==> config.mk <==
export PLATFORM = sky130hd
export DESIGN_NAME = bus_sysctl
export DESIGN_NICKNAME = d
export VERILOG_FILES = /design/src/rtl/bus_sysctl.sv
export SDC_FILE = /design/constraint.sdc
export NUM_CORES = 1
export LEC_CHECK = 0
export ABC_AREA = 0
export CORE_ASPECT_RATIO = 1.2
export CORE_UTILIZATION = 53
export DETAILED_ROUTE_END_ITERATION = 6
export PLACE_DENSITY = 0.74
export SLEW_MARGIN = 5
export SYNTH_ARGS = -nofsm -noshare
export SYNTH_HDL_FRONTEND = slang
export SYNTH_SLANG_ARGS = --single-unit
==> constraint.sdc <==
create_clock -name clk -period 2.1 [get_ports clk]
set_clock_uncertainty 0.05 [all_clocks]
set_input_delay 0.63 -clock clk [delete_from_list [all_inputs] [get_ports clk]]
set_output_delay 0.63 -clock clk [all_outputs]
set_load 0.05 [all_outputs]
==> src/rtl/bus_sysctl.sv <==
module bus_sysctl #(
  parameter int CLK_KHZ = 25000,
  parameter int HOLD_MS = 100,
  parameter int TMO_US  = 25
) (
  input  logic       clk,
  input  logic       por_n,
  input  logic       rst_bus_n,
  input  logic       start_i,
  input  logic       ack_i,
  output logic       rst_drive_n,
  output logic       tmo_ack_o,
  output logic [1:0] tmo_stat_o,
  output logic       selftest_o
);
  localparam int HOLD_CYC = CLK_KHZ * HOLD_MS;
  localparam int TMO_CYC  = (CLK_KHZ * TMO_US + 999) / 1000;
  localparam int HW = $clog2(HOLD_CYC + 1);
  localparam int TW = $clog2(TMO_CYC + 1);
  localparam logic [1:0] ST_TIMEOUT = 2'b10;

  logic [HW-1:0] hold_cnt;
  logic          low_seen;
  logic [TW-1:0] tcnt;
  logic          busy;

  wire req_ok   = !rst_bus_n && low_seen && rst_drive_n;
  wire hold_end = (hold_cnt == HW'(HOLD_CYC - 1));
  wire tmo_end  = (tcnt == TW'(TMO_CYC - 1));

  always_ff @(posedge clk or negedge por_n) begin
    if (!por_n) begin
      rst_drive_n <= 1'b0;
      hold_cnt    <= '0;
      low_seen    <= 1'b0;
      selftest_o  <= 1'b0;
    end else begin
      selftest_o <= 1'b0;
      low_seen   <= !rst_bus_n && rst_drive_n;
      if (req_ok) begin
        rst_drive_n <= 1'b0;
        hold_cnt    <= '0;
        low_seen    <= 1'b0;
      end else if (!rst_drive_n) begin
        if (hold_end) begin
          rst_drive_n <= 1'b1;
          selftest_o  <= 1'b1;
        end else begin
          hold_cnt <= hold_cnt + 1'b1;
        end
      end
    end
  end

  always_ff @(posedge clk or negedge por_n) begin
    if (!por_n) begin
      busy       <= 1'b0;
      tcnt       <= '0;
      tmo_ack_o  <= 1'b0;
      tmo_stat_o <= 2'b00;
    end else begin
      tmo_ack_o  <= 1'b0;
      tmo_stat_o <= 2'b00;
      if (!rst_drive_n) begin
        busy <= 1'b0;
        tcnt <= '0;
      end else if (start_i) begin
        busy <= 1'b1;
        tcnt <= '0;
      end else if (ack_i) begin
        busy <= 1'b0;
        tcnt <= '0;
      end else if (busy) begin
        if (tmo_end) begin
          busy       <= 1'b0;
          tmo_ack_o  <= 1'b1;
          tmo_stat_o <= ST_TIMEOUT;
        end else begin
          tcnt <= tcnt + 1'b1;
        end
      end
    end
  end

  always_comb begin
    if (por_n) a_r1_hold_bound: assert (hold_cnt < HW'(HOLD_CYC));
  end

  a_r2_pulse_on_release: assert property (@(posedge clk) disable iff (!por_n)
    $rose(rst_drive_n) |-> selftest_o);
  a_r2_pulse_only_released: assert property (@(posedge clk) disable iff (!por_n)
    selftest_o |-> rst_drive_n);
  a_r6_status_code: assert property (@(posedge clk) disable iff (!por_n)
    tmo_ack_o |-> (tmo_stat_o == ST_TIMEOUT));
  a_r7_ack_clears: assert property (@(posedge clk) disable iff (!por_n)
    (ack_i && !start_i) |=> !tmo_ack_o);
  a_r9_single_pulse: assert property (@(posedge clk) disable iff (!por_n)
    tmo_ack_o |=> !tmo_ack_o);
  a_r10_quiet_in_reset: assert property (@(posedge clk) disable iff (!por_n)
    !rst_drive_n |=> !tmo_ack_o);
endmodule

==> run_results.csv <==
group,metric,value,unit
outcome,status,"complete, but fails checks",
outcome,violations,"design-rule violations",
routing,num_vias,1525,
synthesis,synth-main-ff-cell,"dfrtp_1",
power_and_ir_drop,vdd_drop_max,407,µV
routing,drc,2,
cts,numCtsBuffers,5,
power_and_ir_drop,power.share.sequential,58.9,%
worst_setup_path,reg2regPathDepth,4,
cts,clkSinkCount,37,
timing,hold_viol_final,0,
place,dp_cells,250,
synthesis,synth-simple-area-share,26.2,%
die,num_io_pins,10,
routing,routed_via_density,5.91,
grt,grt_pass1_vias,1591,
place,dpl.hpwl,2880,µm
power_and_ir_drop,p_int,950,µW
grt,grt_max_degree,38,
final_layout,layoutNonFillerInstCount,258,
place,place.gp.congestion,0.839,
synthesis,synth_top_family_by_area,"simple AND/OR/NAND/NOR gates",
die,design.core.area,3400,µm²
power_and_ir_drop,pwr_density_cell,541,nW/µm²
synthesis,synth_seq_cells,37,
final_layout,seq_area,926,µm²
timing,finalCritPeriodShare,98.7,%
grt,grt_pass1_wl,6920,µm
worst_setup_path,critical_path_class,"reg2reg",
place,port_buffers,8,
power_and_ir_drop,combPwrFrac,2.3,%
final_layout,multi_input_area,948,µm²
grt,grt_overflow,0,
worst_hold_path,hold_depth,1,
final_layout,fin_util,65.8,%
die,die_w,56.8,µm
timing,maxSlewViolCount,0,
power_and_ir_drop,finalPower,1.21,mW
synthesis,synth_compound_area_share,8.72,%
power_and_ir_drop,swShare,21.5,%
routing,drt_iter0_drc,97,
synthesis,synth_cell_type_count,44,
power_and_ir_drop,p_leak,1.02,nW
synthesis,netlist_top_cells_count,"dfrtp_1 (37), nand2_1 (25), nor2_1 (20)",
cts,cts.path.max_buffers,2,
grt,grt_usage,24.2,%
synthesis,netlist_area,1910,µm²
cts,ctsHoldBuffers,0,
cts,htreeDepth,2,
timing,period_needed,2.07,ns
synthesis,synth_top_area_share,48.5,%
power_and_ir_drop,clockPowerShare,38.9,%
final_layout,fillers,265,
cts,cts-root-buf,"clkbuf_8",
die,initial_core_util,56.2,%
synthesis,ys.warnings.count,0,
worst_setup_path,critPathCaptureType,"flip-flop",
die,rows,23,
cts,clk_latency,0.29,ns
final_layout,diodes,0,
synthesis,synth-xor-area-share,5.97,%
synthesis,synth-edff-count,0,
worst_setup_path,arrival,2.23,ns
die,die-area,3850,µm²
synthesis,synthMuxAreaShare,5.77,%
worst_setup_path,crit_required,2.26,ns
worst_setup_path,crit_path_start_kind,"flip-flop",
synthesis,synth.most_common_cell,"dfrtp_1",
worst_setup_path,crit_fanout,6,
synthesis,ys_async_sr_fraction,100,%
final_layout,final_nets,228,
routing,drtAntennaViolNets,0,
grt,antenna_found_initial,0,
final_layout,drive_above_1_share,16.3,%
synthesis,synth_seq_area_share,48.5,%
run,max_cap_violations,0,
routing,wl,3870,µm
final_layout,syn_to_final_growth,17.2,%
die,die_h,67.7,µm
synthesis,synth_nets,202,
cts,cts_tree,"done",
timing,rsz0062_at_grt,"yes",
synthesis,yosys.area.top_type,"dfrtp_1",
cts,cts.clk_slew.worst_paths,0.06,ns
power_and_ir_drop,switchingPower,260,µW
timing,finalSetupViolCount,0,
timing,timing.fmax,482,MHz
synthesis,yosys-top-cells-area,"dfrtp_1 (49%), mux2i_1 (5.8%), nand2_1 (4.9%), nor2_1 (3.9%), xnor2_1 (3.2%)",
worst_hold_path,hp-class,"reg2reg",
routing,wl_per_cell,15.0,µm
synthesis,synth-adder-area-share,1.97,%
routing,dr.pass1.iters,6,
synthesis,syn_avg_cell_area,9.84,µm²
synthesis,synth_cells,194,
[final timing paths]
kind                              start            to  slack [ns]
setup reg to reg           hold_cnt[11]  hold_cnt[11]        0.03
hold reg to reg                low_seen      low_seen        0.40
setup / recovery           hold_cnt[11]  hold_cnt[11]        0.03
max in group asynchronous         por_n   hold_cnt[5]        0.96
min in group asynchronous         por_n       tcnt[5]        0.70
hold / removal                 low_seen      low_seen        0.40
[layer usage]
| layer | GRT usage (%) | vias to the layer above | wire length, µm |
|---|---|---|---|
| met5 | 0 | - | 0 |
| li1 | - | 739 | - |
| met2 | 46.7 | 23 | 2150 |
| met4 | 12.5 | 0 | 85 |
| met3 | 4.21 | 11 | 78 |
| met1 | 25.3 | 752 | 1560 |
[sequential cells by signal, summed over array words and instances (netlist names)]
register	count
selftest_o	1
hold_cnt	22
busy	1
tmo_stat_o	1
low_seen	1
rst_drive_n	1
tcnt	10
[critical path, stage by stage, from the launching register on]
cell       delay (ns)
dfrtp_1          0.38
or4b_1           0.53
or4_4            0.58
o2111ai_1        0.25
mux2i_1          0.21
[cell families after synthesis]
group,after synthesis
fa+ha+maj,3
mux,11
compound gates,23
simple gates,95
xor+xnor,13
flops,37
other cells,1
buf+inv,11
[power by group through the flow]
stage	combinational [mW]	sequential (mW)	clock, mW
finish	0.0278	0.712	0.470
global route	0.0314	0.712	0.521
CTS	0.0290	0.712	0.492
detailed placement	0.0291	0.726	0
global placement	0.0279	0.726	0
floorplan	0.00637	0.726	0
[layout by cell type, fill, tap and decap left out, drive strengths merged, types with 3 or more instances in the layout]
cell type	n
nand3b	3
dfrtp	37
xor2	6
nor2	20
buf	22
xnor2	7
nand3	9
nor3	5
ha	3
or4	3
inv	4
a21oi	5
and2	4
clkbuf	6
clkdlybuf4s50	4
o21ai	5
nor4	4
nand4	5
mux2i	11
nand2	25
and4	4
[stage by stage]
| stage | TNS (ns) | hold slack, ns | cell area [µm²] | setup WS, ns |
|---|---|---|---|---|
| after floorplan | 0 | 0.284 | 1910 | 0.0292 |
| after global placement | 0 | 0.385 | 2140 | 0.00814 |
| after detailed placement | -0.159 | 0.394 | 2140 | -0.0482 |
| after CTS | 0 | 0.403 | 2230 | 0.0125 |
| after global routing | -0.0448 | 0.415 | 2240 | -0.0313 |
| final | 0 | 0.404 | 2240 | 0.0263 |
[cell type report]
type / count / share of cell area (%)
multi-input cells: 146 / 42.4
well taps: 37 / 2.07
clock inverters: 2 / 0.448
flip-flops and latches: 37 / 41.4
clock buffers: 6 / 3.25
inverters: 4 / 0.672
repair buffers: 26 / 9.74
[what timing repair did]
action,4_1_cts,5_1_grt
setup buffers,0,0
resized for setup,1,1
setup endpoints to repair,6,4
pin swaps,1,3
No activity file was read; power rests on OpenSTA's default activity.
